**src/rtl/afl_pkg.sv**
```systemverilog
package afl_pkg;
   localparam int unsigned OCTET_W     = 8;
   localparam int unsigned ADDR_OCTETS = 6;
   localparam int unsigned MAC_W       = OCTET_W * ADDR_OCTETS;
   localparam int unsigned REG_W       = 32;
   localparam int unsigned CRC_W       = 32;
   localparam int unsigned STA_HI_W    = MAC_W - REG_W;
   localparam logic [CRC_W-1:0] CRC_POLY_REFL = 32'hEDB8_8320;

   typedef enum logic [1:0] {
      CFG_STA_LO  = 2'd0,
      CFG_STA_HI  = 2'd1,
      CFG_HASH_W0 = 2'd2,
      CFG_HASH_W1 = 2'd3
   } cfg_sel_e;
endpackage

```
**src/rtl/afl_crc_step.sv**
```systemverilog
module afl_crc_step #(
   parameter int unsigned CRC_W  = 32,
   parameter int unsigned DATA_W = 8,
   parameter logic [CRC_W-1:0] POLY = 32'hEDB8_8320
) (
   input  logic [CRC_W-1:0]  crc_in,
   input  logic [DATA_W-1:0] data_in,
   output logic [CRC_W-1:0]  crc_out
);
   logic [DATA_W:0][CRC_W-1:0] stage;

   assign stage[0] = crc_in;

   // one shift-and-reduce stage per data bit, LSB first
   for (genvar b = 0; b < DATA_W; b++) begin : g_bit
      logic fb;
      assign fb           = stage[b][0] ^ data_in[b];
      assign stage[b+1]   = (stage[b] >> 1) ^ (fb ? POLY : '0);
   end

   assign crc_out = stage[DATA_W];

   if (DATA_W == 0 || CRC_W < 8) begin : g_bad_cfg
      $error("afl_crc_step: unsupported width combination");
   end
endmodule

```
**src/rtl/afl_cfg_regs.sv**
```systemverilog
module afl_cfg_regs
   import afl_pkg::*;
#(
   parameter int unsigned HASH_IDX_W = 6
) (
   input  logic                         clk,
   input  logic                         rst_n,
   input  logic                         cfg_we,
   input  logic [1:0]                   cfg_sel,
   input  logic [REG_W-1:0]             cfg_wdata,
   output logic [MAC_W-1:0]             station,
   output logic [(1<<HASH_IDX_W)-1:0]   hash_tbl
);
   localparam int unsigned HASH_BITS  = 1 << HASH_IDX_W;
   localparam int unsigned HASH_WORDS = HASH_BITS / REG_W;

   if (HASH_IDX_W < 5 || HASH_IDX_W > 6) begin : g_bad_idx
      $error("afl_cfg_regs: hash index width must be 5 or 6");
   end

   logic [REG_W-1:0]    sta_lo_q;
   logic [STA_HI_W-1:0] sta_hi_q;

   always_ff @(posedge clk or negedge rst_n) begin
      if (!rst_n) begin
         sta_lo_q <= '0;
         sta_hi_q <= '0;
      end else if (cfg_we) begin
         case (cfg_sel)
            CFG_STA_LO: sta_lo_q <= cfg_wdata;
            CFG_STA_HI: sta_hi_q <= cfg_wdata[STA_HI_W-1:0];
            default:    ;
         endcase
      end
   end

   // wire byte 0 lands in the top octet of the flat station value
   assign station = {sta_hi_q, sta_lo_q};

   for (genvar k = 0; k < HASH_WORDS; k++) begin : g_hword
      localparam logic [1:0] SEL = 2'(int'(CFG_HASH_W0) + k);
      logic [REG_W-1:0] word_q;
      always_ff @(posedge clk or negedge rst_n) begin
         if (!rst_n)                        word_q <= '0;
         else if (cfg_we && cfg_sel == SEL) word_q <= cfg_wdata;
      end
      assign hash_tbl[k*REG_W +: REG_W] = word_q;
   end
endmodule

```
**src/rtl/afl_collect.sv**
```systemverilog
module afl_collect
   import afl_pkg::*;
#(
   parameter int unsigned HASH_IDX_W = 6
) (
   input  logic                  clk,
   input  logic                  rst_n,
   input  logic                  byte_vld,
   input  logic                  byte_sof,
   input  logic [OCTET_W-1:0]    byte_data,
   output logic                  addr_done,
   output logic [MAC_W-1:0]      full_addr,
   output logic [HASH_IDX_W-1:0] hash_idx
);
   localparam int unsigned CNT_W = $clog2(ADDR_OCTETS + 1);
   localparam logic [CNT_W-1:0] CNT_FULL = CNT_W'(ADDR_OCTETS);

   logic [CNT_W-1:0] cnt_q, cnt_nx;
   logic [CRC_W-1:0] crc_q, crc_base, crc_nx;
   logic [MAC_W-1:0] addr_q;
   logic             take;

   // a start byte always restarts; other bytes count only until full
   assign take     = byte_vld && (byte_sof || cnt_q < CNT_FULL);
   assign crc_base = byte_sof ? '1 : crc_q;
   assign cnt_nx   = byte_sof ? CNT_W'(1) : cnt_q + CNT_W'(1);

   afl_crc_step #(
      .CRC_W  (CRC_W),
      .DATA_W (OCTET_W),
      .POLY   (CRC_POLY_REFL)
   ) u_step (
      .crc_in  (crc_base),
      .data_in (byte_data),
      .crc_out (crc_nx)
   );

   assign full_addr = {addr_q[MAC_W-OCTET_W-1:0], byte_data};
   assign addr_done = take && (cnt_nx == CNT_FULL);
   assign hash_idx  = crc_nx[CRC_W-1 -: HASH_IDX_W];

   always_ff @(posedge clk or negedge rst_n) begin
      if (!rst_n) begin
         cnt_q  <= CNT_FULL;
         crc_q  <= '1;
         addr_q <= '0;
      end else if (take) begin
         cnt_q  <= cnt_nx;
         crc_q  <= crc_nx;
         addr_q <= full_addr;
      end
   end

   a_r9_count_bound: assert property (@(posedge clk) disable iff (!rst_n)
      cnt_q <= CNT_FULL);

   a_r9_extra_ignored: assert property (@(posedge clk) disable iff (!rst_n)
      (byte_vld && !byte_sof && cnt_q == CNT_FULL) |=> (cnt_q == CNT_FULL));
endmodule

```
**src/rtl/rx_dst_filter.sv**
```systemverilog
module rx_dst_filter
   import afl_pkg::*;
#(
   parameter int unsigned HASH_IDX_W = 6
) (
   input  logic        clk,
   input  logic        rst_n,
   input  logic        cfg_we,
   input  logic [1:0]  cfg_sel,
   input  logic [31:0] cfg_wdata,
   input  logic        promisc,
   input  logic        reject_bcast,
   input  logic        byte_vld,
   input  logic        byte_sof,
   input  logic [7:0]  byte_data,
   output logic        verdict_vld,
   output logic        accept,
   output logic        is_bcast,
   output logic        is_mcast
);
   localparam int unsigned HASH_BITS = 1 << HASH_IDX_W;

   logic [MAC_W-1:0]      station, full_addr;
   logic [HASH_BITS-1:0]  hash_tbl;
   logic [HASH_IDX_W-1:0] hash_idx;
   logic                  addr_done;
   logic                  bc_c, mc_c, uc_hit, hash_hit, acc_c;

   afl_cfg_regs #(.HASH_IDX_W(HASH_IDX_W)) u_cfg (
      .clk       (clk),
      .rst_n     (rst_n),
      .cfg_we    (cfg_we),
      .cfg_sel   (cfg_sel),
      .cfg_wdata (cfg_wdata),
      .station   (station),
      .hash_tbl  (hash_tbl)
   );

   afl_collect #(.HASH_IDX_W(HASH_IDX_W)) u_col (
      .clk       (clk),
      .rst_n     (rst_n),
      .byte_vld  (byte_vld),
      .byte_sof  (byte_sof),
      .byte_data (byte_data),
      .addr_done (addr_done),
      .full_addr (full_addr),
      .hash_idx  (hash_idx)
   );

   // classify: group bit is bit 0 of the first wire byte
   assign bc_c     = &full_addr;
   assign mc_c     = full_addr[MAC_W-OCTET_W] && !bc_c;
   assign uc_hit   = (full_addr == station);
   assign hash_hit = hash_tbl[hash_idx];

   always_comb begin
      if (promisc)    acc_c = 1'b1;
      else if (bc_c)  acc_c = !reject_bcast;
      else if (mc_c)  acc_c = hash_hit;
      else            acc_c = uc_hit;
   end

   always_ff @(posedge clk or negedge rst_n) begin
      if (!rst_n) begin
         verdict_vld <= 1'b0;
         accept      <= 1'b0;
         is_bcast    <= 1'b0;
         is_mcast    <= 1'b0;
      end else begin
         verdict_vld <= addr_done;
         if (addr_done) begin
            accept   <= acc_c;
            is_bcast <= bc_c;
            is_mcast <= mc_c;
         end
      end
   end

   a_r2_single_pulse: assert property (@(posedge clk) disable iff (!rst_n)
      verdict_vld |=> !verdict_vld);

   a_r2_after_byte: assert property (@(posedge clk) disable iff (!rst_n)
      $rose(verdict_vld) |-> $past(byte_vld));

   a_r8_promisc_accepts: assert property (@(posedge clk) disable iff (!rst_n)
      (verdict_vld && $past(promisc)) |-> accept);

   a_r5_bcast_control: assert property (@(posedge clk) disable iff (!rst_n)
      (verdict_vld && is_bcast && !$past(promisc)) |-> (accept == !$past(reject_bcast)));

   a_r6_class_exclusive: assert property (@(posedge clk) disable iff (!rst_n)
      $onehot0({is_bcast, is_mcast}));
endmodule

```
**config.mk**
```make
export PLATFORM = sky130hd
export DESIGN_NAME = rx_dst_filter
export DESIGN_NICKNAME = d
export VERILOG_FILES = /design/src/rtl/afl_pkg.sv /design/src/rtl/afl_crc_step.sv /design/src/rtl/afl_cfg_regs.sv /design/src/rtl/afl_collect.sv /design/src/rtl/rx_dst_filter.sv
export SDC_FILE = /design/constraint.sdc
export NUM_CORES = 1
export LEC_CHECK = 0
export ABC_AREA = 1
export BUFFER_PORTS_ARGS = -buffer_cell sky130_fd_sc_hd__buf_2
export CAP_MARGIN = 20
export CORE_MARGIN = 3
export CORE_UTILIZATION = 49
export CTS_CLUSTER_SIZE = 24
export DETAILED_ROUTE_END_ITERATION = 7
export GPL_ROUTABILITY_DRIVEN = 0
export PLACE_DENSITY = 0.66
export SYNTH_ARGS = -nofsm -noshare
export SYNTH_HDL_FRONTEND = slang
export SYNTH_SLANG_ARGS = --single-unit
```
**constraint.sdc**
```tcl
create_clock -name clk -period 2.3 [get_ports clk]
set_input_delay 0.46 -clock clk [delete_from_list [all_inputs] [get_ports clk]]
set_output_delay 0.46 -clock clk [all_outputs]
set_load 0.01 [all_outputs]
```
==> impl_metrics.py, run 1 <==
metrics = {
    "run_status": {
        "outcome": "finished, violations left",
        "violations": "setup timing",
    },
    "sta": {
        "clock.fmax_ghz": 0.400,
        "setup_viol": 1,
        "rsz0062_at_grt": "true",
        "hold_viol_final": 0,
        "skew_ns": 0.00925,
        "slew_violations": 0,
        "worstMarginPinSlew_ns": 0.579,
        "final.setup.worst_slack_ns": -0.199,
        "tns_ns": -0.199,
        "finalCritPeriodShare": 1.09,
        "period_needed_ns": 2.50,
        "slew-limit-headroom": 0.614,
    },
    "routing": {
        "drcViolationCount": 0,
        "vias": 8081,
        "ant_nets": 0,
        "routed_wl_um": 26900,
        "wl_per_cell_um": 17.4,
        "via_per_inst": 5.23,
        "drtPass1Iterations": 7,
        "first_iter_violations": 719,
    },
    "power_and_ir_drop": {
        "pwr-share-clk": 0.218,
        "ir_drop_v": 0.000595,
        "p_seq_frac": 0.351,
        "swShare": 0.390,
        "switchingPower_mw": 5.36,
        "leakagePower_nw": 5.78,
        "p_int_mw": 8.40,
        "power_mw": 13.8,
        "powerDensity_mw_per_mm2": 1150,
        "combPwrFrac": 0.431,
    },
    "min_path": {
        "hold_path_class": "in -> reg",
    },
    "logic_synthesis": {
        "synth_fp_nets": 1211,
        "synth.distinct_cells": 39,
        "synthTopCellsByArea": "dfrtp_1 (40%), nand2_1 (12%), dfstp_2 (9.2%)",
        "synth-seq-cells": 191,
        "netlist.area_leader.share": 0.403,
        "yosysWarnings": 0,
        "mappedNetlistArea_mm2": 0.00974,
        "seq_area_frac_synth": 0.495,
        "yosysTopAreaCell": "dfrtp_1",
        "synth.avg_cell_area_um2": 8.39,
        "netlist_instances": 1161,
    },
    "placement": {
        "dp_slack_ns": -0.380,
        "hpwl_um": 18600,
        "port_buffers": 52,
    },
    "clocking": {
        "clk_pin_slew_worst_paths_ns": 0.08,
        "cts_buffer_depth": 2,
        "clkLatencyLatePin_ns": 0.44,
        "cts_tree": "built",
        "cts_buffers": 17,
        "cts.sink_count": 191,
        "root_buffer": "clkbuf_16",
        "htreeDepth": 4,
    },
    "global_routing": {
        "antenna_found_initial": 0,
        "gr-total-overflow": 0,
        "grt_pass1_wl_um": 42000,
        "grt.total_usage": 0.246,
        "grt_pass1_vias": 7707,
        "grt_max_degree": 69,
    },
    "layout": {
        "drive_above_1_share": 0.222,
        "fillers": 1659,
        "ff_latch_area_mm2": 0.00482,
        "diodes": 0,
        "syn_to_final_growth_pct": 22.4,
        "finish.net_count": 1321,
        "multi_input_area_mm2": 0.00460,
    },
    "critical_path": {
        "worstPathArrival_ns": 2.82,
        "reg2reg_from": "u_col.crc_q[2]",
        "critPathCaptureType": "flop",
        "reg2reg_setup_slack_ns": -0.20,
        "rr_worst_depth": 19,
        "critPathKind": "reg -> reg",
        "critical_path_required_ns": 2.62,
        "cp_max_fo": 8,
        "cp-startpoint": "u_col.crc_q[2]",
        "crit_path_end": "accept",
        "worstReg2RegEnd": "accept",
        "crit_path_start_kind": "flop",
    },
    "floorplanning": {
        "core_area_mm2": 0.0191,
        "initial_core_util": 0.509,
        "num_io_pins": 53,
        "die_h_um": 147,
        "fp.dieArea_mm2": 0.0216,
        "die_x_um": 147,
        "fp-row-count": 50,
    },
    "run": {
        "max_cap_viol_count": 0,
    },
}
-- stage by stage --
stage	util	cells	hold WS, ns	instance area (um^2)
floorplan	-	1161	0.164	9800
finish	0.623	1544	0.348	11900
CTS	0.599	1528	0.336	11500
detailed placement	0.564	1494	0.411	10800
global route	0.623	1544	0.351	11900
global placement	0.564	1494	0.412	10800
-- flip-flops by register name (all words and copies together), names as in the netlist --
register and count:
u_cfg.g_hword.word_q 64, accept 1, u_cfg.sta_hi_q 16, u_col.addr_q 40, is_bcast 1, is_mcast 1
u_col.crc_q 32, u_cfg.sta_lo_q 32, verdict_vld 1, u_col.cnt_q 3
-- power groups by stage --
stage / registers (mW) / clock network [mW] / logic [mW]
global route: 4.92 / 3.16 / 6.52
finish: 4.83 / 2.99 / 5.94
global placement: 4.85 / 0 / 4.83
floorplan: 4.68 / 0 / 3.46
CTS: 4.81 / 3.02 / 5.13
detailed placement: 4.86 / 0 / 4.90
-- cell usage after synthesis, drive strengths merged --
| library cell | number |
|---|---|
| clkbuf | 39 |
| o21bai | 2 |
| nand3b | 26 |
| dfstp | 34 |
| xor2 | 56 |
| nor3 | 8 |
| a21oi | 1 |
| nand3 | 72 |
| a2111oi | 2 |
| or2 | 1 |
| nor2 | 49 |
| o21ai | 174 |
| o221ai | 1 |
| buf | 13 |
| dfrtp | 157 |
| a22oi | 1 |
| nor4b | 2 |
| ha | 1 |
| and2 | 1 |
| o211ai | 3 |
| inv | 118 |
| xnor2 | 47 |
| nor4 | 6 |
| nand4 | 14 |
| nand2 | 333 |
-- logic make-up (layout without fill, tap and decap cells) --
logic type	after synthesis	in the layout	share of synthesized area
AND/OR/NAND/NOR	512	519	0.234
flip-flops	191	191	0.495
adder cells (fa/ha/maj)	1	1	0.00128
buffers and inverters	170	286	0.0697
XOR/XNOR	103	103	0.100
AO/OA/AOI/OAI	184	184	0.0992
-- final cells by class --
cell class	instances	area share
inverters	118	0.0384
clock buffers	18	0.0368
multi-input cells	807	0.386
flip-flops and latches	191	0.404
clock inverters	14	0.0126
well taps	260	0.0273
repair buffers	136	0.0948
-- critical path, stage by stage (launching register included) --
cell       delay, ns
dfstp_2         0.55
buf_6           0.10
nor2_4          0.03
nor2_2          0.12
nor2_2          0.05
nand2_1         0.09
nand3_2         0.09
nand2_4         0.17
inv_8           0.06
nand2_8         0.12
clkbuf_16       0.16
nand3b_1        0.08
nand3_1         0.07
nand3_1         0.07
nand3_1         0.10
nand2_1         0.08
nand2_1         0.09
nand3_2         0.10
o21bai_4        0.16
a21oi_2         0.07
-- layer usage --
layer,vias up,track usage,wire length [um]
met2,278,0.397,12700
met5,-,0,0
met4,0,0.0690,656
met1,3818,0.342,11900
met3,42,0.0494,1660
li1,3943,-,-
-- cells in the final DEF (no fill, tap or decap), types with 19 or more instances in the layout --
cell type,n
o21ai_0,172
nand3b_1,26
clkbuf_16,21
nor2_1,39
nand2_1,296
nand2_2,19
buf_2,51
dfrtp_1,157
dfstp_2,34
xor2_1,52
xnor2_1,46
buf_4,65
nand3_1,64
inv_1,105
-- worst min path at each step --
stage,from,to,depth (start not counted)
floorplan,rst_n,accept,0
global route,cfg_wdata[27],u_cfg.g_hword[1].word_q[27],3
CTS,cfg_wdata[24],u_cfg.sta_lo_q[24],3
global placement,rst_n,u_col.cnt_q[0],1
detailed placement,rst_n,u_col.cnt_q[0],1
finish,cfg_wdata[22],u_cfg.g_hword[1].word_q[22],3
-- repair_timing --
| action | CTS | global route |
|---|---|---|
| hold buffers | 1 | 0 |
| resized for setup | 15 | 53 |
| hold endpoints to repair | 33 | 0 |
| cloned | 1 | 10 |
| pin swaps | 4 | 49 |
| endpoints found under the setup margin | 1 | 2 |
| setup buffers | 0 | 6 |
Note: power is estimated with default switching activity, not from simulation.
==> inputs of run 2 (changes only) <==
CORE_MARGIN = unset   (was 3)
CORE_UTILIZATION = 35   (was 49)
PLACE_DENSITY = 0.49   (was 0.66)
==> run 2 against run 1 <==
Compared with the run above:
- the run still ends with setup timing left
- setup slack better by 0.027 ns
- register-to-register slack improved by 0.03 ns
- via count decreased by 3.3%
- critical path type unchanged
- largest power group unchanged
- highest routed layer unchanged
==> impl_metrics.py, run 2 (same netlist as run 1, synthesis figures left out) <==
metrics = {
    "sta": {
        "final.setup.worst_slack_ns": -0.172,
        "hold_viol_final": 0,
        "worstMarginPinSlew_ns": 0.566,
        "slew-limit-headroom": 0.623,
        "rsz0062_at_grt": "true",
        "whs_ns": 0.0174,
        "clock.fmax_ghz": 0.405,
        "skew_ns": 0.0184,
        "finalCritPeriodShare": 1.07,
        "slew_violations": 0,
        "setup_viol": 1,
        "period_needed_ns": 2.47,
    },
    "layout": {
        "largest_registers": "u_cfg.g_hword.word_q (64), u_col.addr_q (40)",
        "post-route-util": 0.441,
        "diodes": 0,
        "final_common_cell": "nand2_1",
        "drive_above_1_share": 0.222,
        "final_cell_mix": "nand2_1 (295), o21ai_0 (172), dfrtp_1 (157)",
        "syn_to_final_growth_pct": 22.7,
        "largest_reg_flops": 64,
        "finish.net_count": 1325,
        "largest-register": "u_cfg.g_hword.word_q",
    },
    "critical_path": {
        "critPathKind": "reg -> reg",
        "critPathCaptureType": "flop",
        "worstPathArrival_ns": 2.81,
        "crit_path_start_kind": "flop",
        "cp_max_fo": 5,
        "critical_path_required_ns": 2.64,
    },
    "clocking": {
        "clk_pin_slew_worst_paths_ns": 0.07,
        "cts_buffers": 17,
        "ctsHoldBuffers": 0,
        "root_buffer": "clkbuf_16",
        "htreeDepth": 4,
        "cts_tree": "built",
        "cts_buffer_depth": 2,
        "clkLatencyLatePin_ns": 0.46,
        "cts.sink_count": 191,
    },
    "power_and_ir_drop": {
        "powerDensity_mw_per_mm2": 1140,
        "ir_drop_v": 0.000543,
        "leakagePower_nw": 5.76,
    },
    "routing": {
        "wl_per_cell_um": 16.9,
        "ant_nets": 0,
        "drcViolationCount": 0,
        "via_per_inst": 4.71,
        "first_iter_violations": 551,
        "vias": 7818,
        "routed_wl_um": 28100,
        "drtPass1Iterations": 5,
    },
    "placement": {
        "hpwl_um": 20300,
        "port_buffers": 52,
    },
    "floorplanning": {
        "fp.dieArea_mm2": 0.0285,
        "die_h_um": 169,
        "initial_core_util": 0.359,
        "fp-row-count": 60,
        "num_io_pins": 53,
        "core_area_mm2": 0.0271,
        "die_x_um": 169,
    },
    "global_routing": {
        "antenna_found_initial": 0,
        "grt_pass1_vias": 7614,
        "grt_max_degree": 65,
        "gr-total-overflow": 0,
        "grt_pass1_wl_um": 43900,
        "grt.total_usage": 0.205,
    },
    "run": {
        "max_cap_viol_count": 0,
    },
    "run_status": {
        "outcome": "finished, violations left",
        "violations": "setup timing",
    },
    "min_path": {
        "hold_path_class": "in -> async",
    },
}
==> run 2: metrics by stage <==
stage | setup WS (ns) | cell area [um^2] | power [mW] | std cells | TNS (ns)
CTS | -0.159 | 11700 | 13.3 | 1648 | -0.159
detailed placement | -0.410 | 11000 | 10.1 | 1614 | -0.612
global placement | -0.347 | 11000 | 10.0 | 1614 | -0.534
global route | -0.341 | 12000 | 14.5 | 1660 | -0.341
finish | -0.172 | 12000 | 13.6 | 1660 | -0.172
floorplan | -0.0379 | 9800 | 8.14 | 1161 | -0.0379
==> run 2: path summary, 6_finish.rpt <==
kind,cells past startpoint,end,slack [ns],start
setup / recovery,20,accept,-0.17,u_col.crc_q[3]
hold / removal,1,is_bcast,0.02,rst_n
setup reg to reg,20,accept,-0.17,u_col.crc_q[3]
hold reg to reg,2,is_bcast,0.48,is_bcast
max in group asynchronous,2,u_col.crc_q[26],1.56,rst_n
min in group clk,3,u_cfg.g_hword[0].word_q[22],0.30,cfg_wdata[22]
==> run 2: critical path, cell delays in order (launching register included) <==
cell and delay (ns):
dfstp_2 0.56, inv_1 0.04, nand2_1 0.08, nor2_1 0.04
nor2_1 0.13, nand2_1 0.12, nand3_2 0.10, nand2_4 0.10
inv_4 0.09, nand2_8 0.07, nand2_8 0.10, clkbuf_16 0.15
nand2_1 0.05, nand3_1 0.06, nand3_1 0.10, nand3_1 0.11
nand2_1 0.08, nand2_1 0.07, nand3_2 0.07, o21bai_2 0.16
a21oi_2 0.07
==> run 2: layer usage <==
metal / up-vias / GRT usage / wire [um]
met5: - / 0 / 0
met4: 0 / 0.0557 / 461
met3: 22 / 0.0313 / 827
met2: 129 / 0.327 / 13000
met1: 3737 / 0.289 / 13800
li1: 3930 / - / -
==> run 2: power breakdown <==
part / leakage, nW / switching, mW / internal [mW]
Clock: 0.301 / 1.60 / 1.50
Sequential: 2.33 / 0.582 / 4.26
Combinational: 3.13 / 3.10 / 2.55
Total: 5.76 / 5.29 / 8.32
==> run 2: cell type report <==
type / count / area (um^2)
multi-input cells: 800 / 4430
flip-flops and latches: 191 / 4820
well taps: 372 / 465
inverters: 118 / 453
fillers: 2718 / 15100
clock buffers: 17 / 425
clock inverters: 15 / 199
repair buffers: 147 / 1150
==> run 2: what timing repair did <==
| item | CTS | global route |
|---|---|---|
| pin swaps | 3 | 34 |
| endpoints found under the setup margin | 1 | 2 |
| gates resized for setup | 5 | 37 |
| setup buffers | 2 | 9 |
| cloned | 0 | 3 |
==> inputs of run 3 (changes only) <==
CELL_PAD_IN_SITES_DETAIL_PLACEMENT = 1   (was unset)
CELL_PAD_IN_SITES_GLOBAL_PLACEMENT = 2   (was unset)
CORE_MARGIN = 2   (was unset)
CORE_UTILIZATION = 34   (was 35)
PLACE_DENSITY = 0.73   (was 0.49)
==> run 3 against run 2 <==
Compared with the run above:
- the flow still finishes with violations (setup timing)
- non-clock buffer count grew 3
- setup slack worse by 0.020 ns
- cell count up 0.96%
- combinational power grew 11%
==> impl_metrics.py, run 3 (same netlist as run 1, synthesis figures left out) <==
metrics = {
    "clocking": {
        "root_buffer": "clkbuf_16",
        "cts.sink_count": 191,
        "cts_buffers": 17,
        "cts_tree": "built",
        "clk_pin_slew_worst_paths_ns": 0.07,
        "cts_buffer_depth": 2,
        "htreeDepth": 4,
        "clkLatencyLatePin_ns": 0.44,
    },
    "power_and_ir_drop": {
        "combPwrFrac": 0.442,
        "switchingPower_mw": 5.55,
        "pwr-share-clk": 0.217,
        "swShare": 0.390,
        "p_int_mw": 8.68,
        "leakagePower_nw": 5.86,
        "powerDensity_mw_per_mm2": 1160,
        "p_seq_frac": 0.341,
        "ir_drop_v": 0.000512,
    },
    "global_routing": {
        "grt_max_degree": 65,
        "antenna_found_initial": 0,
        "grt_pass1_wl_um": 48800,
        "use_met2": 0.351,
        "grt.total_usage": 0.211,
        "gr-total-overflow": 0,
        "grt_pass1_vias": 8389,
        "grt_use_met3": 0.0285,
        "use_met1": 0.286,
        "grt.busiest_layer": "met2",
    },
    "sta": {
        "tns_ns": -0.192,
        "slew-limit-headroom": 0.632,
        "rsz0062_at_grt": "true",
        "setup_viol": 1,
        "skew_ns": 0.00992,
        "final.setup.worst_slack_ns": -0.192,
        "finalCritPeriodShare": 1.08,
        "slew_violations": 0,
        "hold_viol_final": 0,
        "clock.fmax_ghz": 0.401,
        "period_needed_ns": 2.49,
        "worstMarginPinSlew_ns": 0.551,
    },
    "run_status": {
        "outcome": "finished, violations left",
        "violations": "setup timing",
    },
    "critical_path": {
        "rr_worst_depth": 20,
        "critPathCaptureType": "flop",
        "cp-startpoint": "u_col.crc_q[7]",
        "worstPathCellList": "nor2_1, nor2_2, inv_1, nand2_2, nand2_1, nand2_2, nand2_2, nand2_4, nand2_8, clkbuf_16, nand3_1, nand2_1, nand2_1, nand3_1, nand3_2, nand2_1, nand2_1, nand2_2, o21bai_4, a21oi_2",
        "crit_path_end": "accept",
        "cpMostUsedCell": "nand2_1",
        "critical_path_required_ns": 2.63,
        "cp_max_fo": 5,
        "slowest_delay_ns": 0.55,
        "worstReg2RegEnd": "accept",
        "cpMaxStageDelayCell": "dfstp_2",
        "worstPathArrival_ns": 2.82,
        "crit_path_start_kind": "flop",
        "reg2reg_setup_slack_ns": -0.19,
        "critPathKind": "reg -> reg",
        "reg2reg_from": "u_col.crc_q[7]",
    },
    "min_path": {
        "holdPathStages": 3,
        "hold_path_class": "in -> reg",
    },
    "floorplanning": {
        "initial_core_util": 0.348,
        "fp.dieArea_mm2": 0.0300,
        "die_h_um": 173,
        "fp-row-count": 61,
        "num_io_pins": 53,
        "die_x_um": 173,
        "core_area_mm2": 0.0280,
    },
    "layout": {
        "largest-register": "u_cfg.g_hword.word_q",
        "largest_registers": "u_cfg.g_hword.word_q (64), u_col.addr_q (40)",
        "largest_reg_flops": 64,
        "syn_to_final_growth_pct": 25.7,
        "drive_above_1_share": 0.233,
        "layout.cells.non_filler": 1676,
        "final_common_cell": "nand2_1",
        "finish.net_count": 1335,
        "diodes": 0,
        "final_cell_mix": "nand2_1 (295), o21ai_0 (172), dfrtp_1 (157)",
    },
    "routing": {
        "drtPass1Iterations": 5,
        "drcViolationCount": 0,
        "first_iter_violations": 515,
        "via_per_inst": 4.82,
        "routed_wl_um": 31500,
        "ant_nets": 0,
        "vias": 8086,
        "wl_per_cell_um": 18.8,
    },
    "placement": {
        "port_buffers": 52,
        "hpwl_um": 22300,
        "dp_cells": 1618,
    },
    "run": {
        "max_cap_viol_count": 0,
    },
}
==> run 3: power by group through the flow <==
stage,combinational [mW],sequential [mW],clock (mW)
3_5_place_dp,5.21,4.89,0
5_1_grt,6.92,4.95,3.29
2_1_floorplan,3.46,4.68,0
4_1_cts,5.53,4.85,3.17
6_report,6.29,4.85,3.09
3_3_place_gp,5.12,4.88,0
==> run 3: through the flow <==
stage	hold WS, ns	cell area, um^2	worst slack [ns]	util	power, mW
after floorplan	0.164	9800	-0.0379	-	8.14
final	0.349	12200	-0.192	0.437	14.2
after global routing	0.361	12200	-0.350	0.437	15.2
after detailed placement	0.449	11000	-0.578	0.393	10.1
after CTS	0.339	11800	-0.125	0.421	13.5
after global placement	0.451	11000	-0.540	0.393	10.0
==> run 3: layout make-up <==
class,instances,area (um^2)
clock buffers,20,447
flip-flops and latches,191,4820
well taps,378,473
repair buffers,150,1280
multi-input cells,807,4610
inverters,118,460
clock inverters,12,150
fillers,3318,15800
==> run 3: worst min-delay path by stage <==
stage	start	to	slack, ns
3_5_place_dp	rst_n	u_cfg.sta_lo_q[8]	0.45
6_report	cfg_wdata[0]	u_cfg.g_hword[0].word_q[0]	0.35
4_1_cts	cfg_wdata[0]	u_cfg.g_hword[0].word_q[0]	0.34
3_3_place_gp	rst_n	u_cfg.sta_lo_q[8]	0.45
5_1_grt	cfg_wdata[0]	u_cfg.g_hword[0].word_q[0]	0.36
2_1_floorplan	rst_n	accept	0.16
==> run 3: layer usage <==
layer	vias to the layer above	wire length (um)	share of wire
li1	3961	-	-
met1	3976	14800	0.47
met2	116	15100	0.48
met3	33	848	0.027
met4	0	771	0.024
met5	-	0	0
==> run 3: what timing repair did <==
| item | in CTS | in global routing |
|---|---|---|
| setup buffers | 5 | 6 |
| hold buffers | 1 | 0 |
| resized for setup | 21 | 48 |
| gates cloned | 2 | 12 |
| setup endpoints to repair | 1 | 2 |
| endpoints found under the hold margin | 45 | 0 |
| pin swaps | 8 | 35 |
==> run 3: critical path: cells and delay by family, from the launching register on <==
| family | cells | cell delay (ns) |
|---|---|---|
| buffers and inverters | 2 | 0.24 |
| AOI/OAI and AO/OA | 2 | 0.20 |
| and+or+nand+nor | 16 | 1.38 |
| DFF | 1 | 0.55 |
